--- config.mk ---
export PLATFORM = sky130hd
export DESIGN_NAME = mdio_mgmt
export DESIGN_NICKNAME = d
export VERILOG_FILES = /design/src/rtl/mdio_pkg.sv /design/src/rtl/mdio_clkgen.sv /design/src/rtl/mdio_engine.sv /design/src/rtl/mdio_mgmt.sv
export SDC_FILE = /design/constraint.sdc
export NUM_CORES = 1
export LEC_CHECK = 0
export ABC_AREA = 1
export ABC_CLOCK_PERIOD_IN_PS = 2029
export BUFFER_PORTS_ARGS = -buffer_cell sky130_fd_sc_hd__buf_2
export CORE_MARGIN = 2
export CORE_UTILIZATION = 45
export CTS_BUF_LIST = sky130_fd_sc_hd__clkbuf_2 sky130_fd_sc_hd__clkbuf_4 sky130_fd_sc_hd__clkbuf_8
export DETAILED_ROUTE_END_ITERATION = 10
export PLACE_DENSITY = 0.75
export SETUP_SLACK_MARGIN = 0.1
export SYNTH_ARGS = -nofsm -noshare
export SYNTH_HDL_FRONTEND = slang
export SYNTH_SLANG_ARGS = --single-unit
--- constraint.sdc ---
create_clock -name clk -period 2.03 [get_ports clk]
set_clock_uncertainty 0.05 [all_clocks]
set_input_delay 0.3045 -clock clk [delete_from_list [all_inputs] [get_ports clk]]
set_output_delay 0.3045 -clock clk [all_outputs]
set_load 0.05 [all_outputs]
--- src/rtl/mdio_pkg.sv ---
package mdio_pkg;
  localparam int PRE_LEN   = 32;
  localparam int ADDR_W    = 5;
  localparam int DATA_W    = 16;
  localparam int FRAME_LEN = PRE_LEN + 4 + 2 * ADDR_W + 2 + DATA_W;
  localparam int TA1_POS   = PRE_LEN + 4 + 2 * ADDR_W;
  localparam int DATA_POS  = TA1_POS + 2;

  localparam int GO_BIT  = 31;
  localparam int WR_BIT  = 30;
  localparam int ACK_BIT = 29;
  localparam int RG_LSB  = 21;
  localparam int PHY_LSB = 16;

  localparam int IDLE_BIT = 31;
  localparam int EN_BIT   = 30;

  typedef enum logic {ENG_IDLE, ENG_SHIFT} eng_state_e;

  function automatic logic [FRAME_LEN-1:0] build_frame(
    input logic              wr,
    input logic [ADDR_W-1:0] phy,
    input logic [ADDR_W-1:0] rg,
    input logic [DATA_W-1:0] d
  );
    logic [1:0] op;
    logic [1:0] ta;
    logic [DATA_W-1:0] pay;
    op  = wr ? 2'b01 : 2'b10;
    ta  = wr ? 2'b10 : 2'b11;
    pay = wr ? d : {DATA_W{1'b1}};
    return {{PRE_LEN{1'b1}}, 2'b01, op, phy, rg, ta, pay};
  endfunction
endpackage

--- src/rtl/mdio_clkgen.sv ---
module mdio_clkgen #(
  parameter int DIV_W = 8
) (
  input  logic             clk,
  input  logic             rst_n,
  input  logic             en,
  input  logic [DIV_W-1:0] div,
  output logic             mdc,
  output logic             rise_tick,
  output logic             fall_tick
);
  logic [DIV_W-1:0] cnt_q;
  logic             mdc_q;
  logic             tick;

  // a tick marks the system edge on which mdc toggles
  assign tick = en && (cnt_q >= div);

  always_ff @(posedge clk or negedge rst_n) begin
    if (!rst_n) begin
      cnt_q <= '0;
      mdc_q <= 1'b0;
    end else if (en) begin
      if (tick) begin
        cnt_q <= '0;
        mdc_q <= ~mdc_q;
      end else begin
        cnt_q <= cnt_q + 1'b1;
      end
    end
  end

  assign mdc       = mdc_q;
  assign rise_tick = tick && !mdc_q;
  assign fall_tick = tick && mdc_q;
endmodule

--- src/rtl/mdio_engine.sv ---
module mdio_engine
  import mdio_pkg::*;
(
  input  logic              clk,
  input  logic              rst_n,
  input  logic              start,
  input  logic              wr,
  input  logic [ADDR_W-1:0] phy,
  input  logic [ADDR_W-1:0] rg,
  input  logic [DATA_W-1:0] wdata,
  input  logic              rise_tick,
  input  logic              fall_tick,
  input  logic              mdio_i,
  output logic              busy,
  output logic              done,
  output logic              ack,
  output logic [DATA_W-1:0] rdata,
  output logic              mdo,
  output logic              mdo_oe
);
  localparam int IDX_W = $clog2(FRAME_LEN);
  localparam logic [IDX_W-1:0] TA1_IDX  = IDX_W'(TA1_POS);
  localparam logic [IDX_W-1:0] TA2_IDX  = IDX_W'(TA1_POS + 1);
  localparam logic [IDX_W-1:0] DATA_IDX = IDX_W'(DATA_POS);
  localparam logic [IDX_W-1:0] LAST_IDX = IDX_W'(FRAME_LEN - 1);

  eng_state_e           state_q;
  logic [FRAME_LEN-1:0] tx_sr;
  logic [IDX_W-1:0]     idx_q;
  logic [IDX_W-1:0]     idx_nx;
  logic                 rd_q;
  logic                 oe_q;
  logic                 ack_q;
  logic                 done_q;
  logic [DATA_W-1:0]    rx_sr;

  assign idx_nx = idx_q + 1'b1;

  always_ff @(posedge clk or negedge rst_n) begin
    if (!rst_n) begin
      state_q <= ENG_IDLE;
      tx_sr   <= '0;
      idx_q   <= '0;
      rd_q    <= 1'b0;
      oe_q    <= 1'b0;
      ack_q   <= 1'b0;
      done_q  <= 1'b0;
      rx_sr   <= '0;
    end else begin
      done_q <= 1'b0;
      case (state_q)
        ENG_IDLE: begin
          if (start && fall_tick) begin
            tx_sr   <= build_frame(wr, phy, rg, wdata);
            idx_q   <= '0;
            rd_q    <= !wr;
            oe_q    <= 1'b1;
            ack_q   <= 1'b0;
            state_q <= ENG_SHIFT;
          end
        end
        ENG_SHIFT: begin
          if (rise_tick) begin
            if (rd_q && idx_q == TA2_IDX) ack_q <= !mdio_i;
            if (rd_q && idx_q >= DATA_IDX) rx_sr <= {rx_sr[DATA_W-2:0], mdio_i};
            if (idx_q == LAST_IDX) begin
              state_q <= ENG_IDLE;
              done_q  <= 1'b1;
              oe_q    <= 1'b0;
            end
          end else if (fall_tick) begin
            idx_q <= idx_nx;
            tx_sr <= {tx_sr[FRAME_LEN-2:0], 1'b0};
            oe_q  <= !(rd_q && idx_nx >= TA1_IDX);
          end
        end
        default: state_q <= ENG_IDLE;
      endcase
    end
  end

  assign busy   = (state_q != ENG_IDLE);
  assign done   = done_q;
  assign ack    = ack_q;
  assign rdata  = rx_sr;
  assign mdo    = tx_sr[FRAME_LEN-1];
  assign mdo_oe = oe_q;
endmodule

--- src/rtl/mdio_mgmt.sv ---
module mdio_mgmt
  import mdio_pkg::*;
#(
  parameter int DIV_W = 8
) (
  input  logic        clk,
  input  logic        rst_n,
  input  logic        reg_wr,
  input  logic        reg_sel,
  input  logic [31:0] reg_wdata,
  output logic [31:0] ctrl_rdata,
  output logic [31:0] access_rdata,
  output logic        mdc,
  output logic        mdio_o,
  output logic        mdio_oe,
  input  logic        mdio_i
);
  localparam int PAD_W = 30 - DIV_W;

  logic              en_q;
  logic [DIV_W-1:0]  div_q;
  logic              go_q;
  logic              wr_q;
  logic              ack_q;
  logic [ADDR_W-1:0] rg_q;
  logic [ADDR_W-1:0] phy_q;
  logic [DATA_W-1:0] data_q;

  logic              rise_tick;
  logic              fall_tick;
  logic              eng_busy;
  logic              eng_done;
  logic              eng_ack;
  logic [DATA_W-1:0] eng_rdata;
  logic              eng_start;
  logic              acc_wr_ok;
  logic              unused_wbits;

  assign unused_wbits = ^reg_wdata[29:26];
  assign acc_wr_ok    = reg_wr && reg_sel && !go_q;
  assign eng_start    = go_q && !eng_done;

  always_ff @(posedge clk or negedge rst_n) begin
    if (!rst_n) begin
      en_q  <= 1'b0;
      div_q <= '0;
    end else if (reg_wr && !reg_sel) begin
      en_q  <= reg_wdata[EN_BIT];
      div_q <= reg_wdata[DIV_W-1:0];
    end
  end

  always_ff @(posedge clk or negedge rst_n) begin
    if (!rst_n) begin
      go_q   <= 1'b0;
      wr_q   <= 1'b0;
      ack_q  <= 1'b0;
      rg_q   <= '0;
      phy_q  <= '0;
      data_q <= '0;
    end else if (acc_wr_ok) begin
      go_q   <= reg_wdata[GO_BIT];
      wr_q   <= reg_wdata[WR_BIT];
      ack_q  <= 1'b0;
      rg_q   <= reg_wdata[RG_LSB +: ADDR_W];
      phy_q  <= reg_wdata[PHY_LSB +: ADDR_W];
      data_q <= reg_wdata[DATA_W-1:0];
    end else if (eng_done) begin
      go_q <= 1'b0;
      if (!wr_q) begin
        ack_q  <= eng_ack;
        data_q <= eng_rdata;
      end
    end
  end

  mdio_clkgen #(.DIV_W(DIV_W)) u_clkgen (
    .clk       (clk),
    .rst_n     (rst_n),
    .en        (en_q),
    .div       (div_q),
    .mdc       (mdc),
    .rise_tick (rise_tick),
    .fall_tick (fall_tick)
  );

  mdio_engine u_engine (
    .clk       (clk),
    .rst_n     (rst_n),
    .start     (eng_start),
    .wr        (wr_q),
    .phy       (phy_q),
    .rg        (rg_q),
    .wdata     (data_q),
    .rise_tick (rise_tick),
    .fall_tick (fall_tick),
    .mdio_i    (mdio_i),
    .busy      (eng_busy),
    .done      (eng_done),
    .ack       (eng_ack),
    .rdata     (eng_rdata),
    .mdo       (mdio_o),
    .mdo_oe    (mdio_oe)
  );

  assign ctrl_rdata   = {!eng_busy && !go_q, en_q, {PAD_W{1'b0}}, div_q};
  assign access_rdata = {go_q, wr_q, ack_q, 3'b000, rg_q, phy_q, data_q};
endmodule

==> out/metrics.csv <==
stage,metric,value,unit
pwr,clockPowerShare,0.283,
sta,rsz0062_at_grt,true,
sta,setup_tns,-1953,ps
sta,slew_viol_final,0,
pwr,ir_worst_vdd,0.0005233,V
detailed_routing,wl_per_cell,13.70,µm
place,dp.cells,1004,
place,gp_congestion,0.8396,
sta,clock.fmax,0.4676,GHz
pwr,powerDensity,1087,mW/mm²
grt,grt_max_degree,58,
yosys,ys_warn_count,0,
yosys,avgSynthCellArea,8.655,µm²
setup_path,path_depth,12,
pwr,p_leak,0.004099,µW
yosys,syn-instance-count,750,
final_layout,final_nets,903,
sta,fin_crit,2138,ps
hold_path,hold_class,in2reg,
yosys,synth-seq-cells,138,
cts,cts_tree,yes,
die,initial_core_util,0.4640,
status,violations,setup timing,
sta,finalSetupViolations,62,
final_layout,ff_latch_area,0.003462,mm²
setup_path,slowest_stage,dfrtp_1,
grt,grtUsageTotal,0.1964,
die,die_y,124.1,µm
place,hpwlAfterDp,9.122,mm
sta,maxSlewHeadroom,0.6257,
yosys,netlist.area_leader.share,0.5320,
grt,grt_pass1_wl,23.33,mm
setup_path,start_kind,flop,
cts,cts_buffer_depth,2,
setup_path,cpPeakStageDelay,410,ps
setup_path,cp.required,2310,ps
setup_path,cp-end-kind,flop,
die,io_pins,104,
pwr,switching_share,0.3352,
cts,clk-insertion-delay-late,450,ps
setup_path,reg2reg_depth,12,
final_layout,stdcell_count,1048,
setup_path,criticalPathCategory,reg2reg,
pwr,share_comb_of_total_power,0.273,
final_layout,diodes,0,
sta,finalHoldViolCount,0,
yosys,synthDistinctLibCells,37,
setup_path,critical_path_buf_inv_count,2,
status,status,"finished, violations left",
detailed_routing,first_iter_violations,299,
cts,cts_htree_levels,4,
detailed_routing,viasPerCell,4.881,
die,dieWidth,124.1,µm
yosys,yosys.area.top_type,dfrtp_1,
cts,cts.clk_slew.worst_paths,80,ps
grt,grt_overflow,0,
sta,holdWs,49.62,ps
pwr,p_switching,2907,µW
final_layout,syn_to_final_growth,22.94,%
place,place_ws,-90.87,ps
yosys,synth_seq_area_share,0.5320,
detailed_routing,routed_wl,14.36,mm
yosys,synthTopCellsByArea,"dfrtp_1, nand2_1, inv_1",
sta,worst_slew_pin_slew,560.2,ps
setup_path,cp_max_fo,8,
final_layout,drive_gt1_frac,0.2546,
final_layout,multi_input_area,0.002465,mm²
setup_path,path_delay_family,simple AND/OR/NAND/NOR gates,
detailed_routing,vias,5115,
run,cap_violations,0,
setup_path,cp-startpoint,u_clkgen.cnt_q[7],
setup_path,timing.rr.end,u_engine.rdata[0],
sta,fin_crit_sh,1.053,
pwr,internal-power,5766,µW
cts,cts_root_buf,clkbuf_8,
die,dieArea,0.01540,mm²
grt,antenna_found_initial,0,
final_layout,design_area,0.007980,mm²
die,fp-row-count,43,
setup_path,arrival,2420,ps
setup_path,r2r_start,u_clkgen.cnt_q[7],
grt,grt_pass1_vias,4854,
place,io_buffers,74,
yosys,netlist_area,0.006491,mm²
die,core_area,0.01399,mm²
pwr,seq_power_share,0.444,
sta,worst_slack,-108.4,ps
detailed_routing,drc,0,
detailed_routing,dr.pass1.iters,4,
setup_path,crit_chain,"ha_4, nand2_2, nor2_4, nand4_1, nand3_4, nand3_4, nor2_4, nand3b_1, buf_6, buf_16, nand2_1, o21ai_1",
final_layout,fillers,1207,
setup_path,rrSetupSlack,-110,ps
setup_path,crit_path_end,u_engine.rdata[0],
detailed_routing,drt.antenna.violating_nets,0,
cts,numClockSinks,138,
cts,cts_buffers,17,
place,place_area,0.007169,mm²
==> worst min-delay path, stage by stage <==
cell and delay [ps]:
buf_2 70, nor2_1 30, a21oi_1 90
==> flip-flops by register name, summed over array words and instances (netlist names), 5 cells and up <==
signal,flops
data_q,16
rg_q,5
u_clkgen.cnt_q,8
u_engine.tx_sr,64
phy_q,5
u_engine.idx_q,6
u_engine.rdata,16
div_q,8
==> cell families (layout without fill, tap and decap cells) <==
group	after synthesis	in the layout	synth area share
AOI/OAI and AO/OA	155	155	0.1428
xor gates and xnor gates	6	6	0.008096
adders and majority gates	11	11	0.02120
buffers and inverters	177	271	0.1284
DFF	138	138	0.5320
other	1	25	0.0005777
and+or+nand+nor	262	262	0.1669
==> synthesized netlist by cell type, drive strengths merged <==
master	number
nand2	194
dfrtp	138
inv	111
o21ai	96
buf	50
nor2	30
nand3	29
a21oi	19
clkbuf	15
o221ai	15
a22oi	14
ha	11
nor3	5
xor2	5
o22ai	4
o21a	3
nand4	2
o211ai	2
a21o	1
clkinv	1
conb	1
nand3b	1
nor4	1
o21bai	1
xnor2	1
==> stage by stage <==
| step | power [µW] | utilization |
|---|---|---|
| after floorplan | 5516 | - |
| after global placement | 6010 | 0.5125 |
| after detailed placement | 6102 | 0.5125 |
| after CTS | 8595 | 0.5527 |
| after global routing | 9249 | 0.5705 |
| final | 8673 | 0.5705 |
==> metal layers <==
metal / vias to the layer above / GRT usage / share of wire
li1: 2552 / - / -
met1: 2437 / 0.2722 / 0.47
met2: 117 / 0.3060 / 0.48
met3: 9 / 0.05357 / 0.046
met4: 0 / 0.05197 / 0.011
met5: - / 0 / 0
==> what timing repair did <==
item                                    in CTS  in global routing
pin swaps                                    2                  9
gates cloned                                 2                  2
hold buffers                                 1                  0
resized for setup                           12                 47
setup buffers                                2                  5
endpoints found under the setup margin      87                 90
hold endpoints to repair                    43                  0
==> power by group through the flow <==
| stage | clock network [µW] | logic, µW | registers [µW] |
|---|---|---|---|
| after floorplan | 0 | 1560 | 3950 |
| after global placement | 0 | 2160 | 3860 |
| after detailed placement | 0 | 2230 | 3870 |
| after CTS | 2490 | 2270 | 3840 |
| after global routing | 2630 | 2700 | 3920 |
| final | 2450 | 2370 | 3850 |
==> cell usage in the layout (no fill, tap or decap), drive strengths merged, types with 2 or more instances in the layout <==
| master | Yosys | routed |
|---|---|---|
| nor2 | 30 | 30 |
| buf | 50 | 124 |
| ha | 11 | 11 |
| bufinv | 0 | 3 |
| nor3 | 5 | 5 |
| nand2 | 194 | 194 |
| nand4 | 2 | 2 |
| inv | 111 | 111 |
| o22ai | 4 | 4 |
| clkbuf | 15 | 27 |
| o21a | 3 | 3 |
| dfrtp | 138 | 138 |
| conb | 1 | 25 |
| clkinv | 1 | 5 |
| o211ai | 2 | 2 |
| o21ai | 96 | 96 |
| a22oi | 14 | 14 |
| o221ai | 15 | 15 |
| xor2 | 5 | 5 |
| nand3 | 29 | 29 |
| a21oi | 19 | 19 |
==> worst min path at each step <==
stage / from / slack (ps) / endpoint / cells past startpoint
3_5_place_dp: rst_n / 230 / u_engine.tx_sr[48] / 1
2_1_floorplan: rst_n / -40 / ack_q / 0
3_3_place_gp: rst_n / 230 / u_engine.tx_sr[49] / 1
5_1_grt: reg_wdata[20] / 50 / phy_q[4] / 3
6_report: reg_wdata[20] / 50 / phy_q[4] / 3
4_1_cts: reg_wdata[20] / 30 / phy_q[4] / 3
==> cell type report <==
cell class	count	share of cell area
clock inverters	7	0.01380
flip-flops and latches	138	0.4338
inverters	112	0.05425
well taps	180	0.02822
multi-input cells	459	0.3089
clock buffers	25	0.04155
repair buffers	127	0.1195
(Power assumes the default switching activity.)
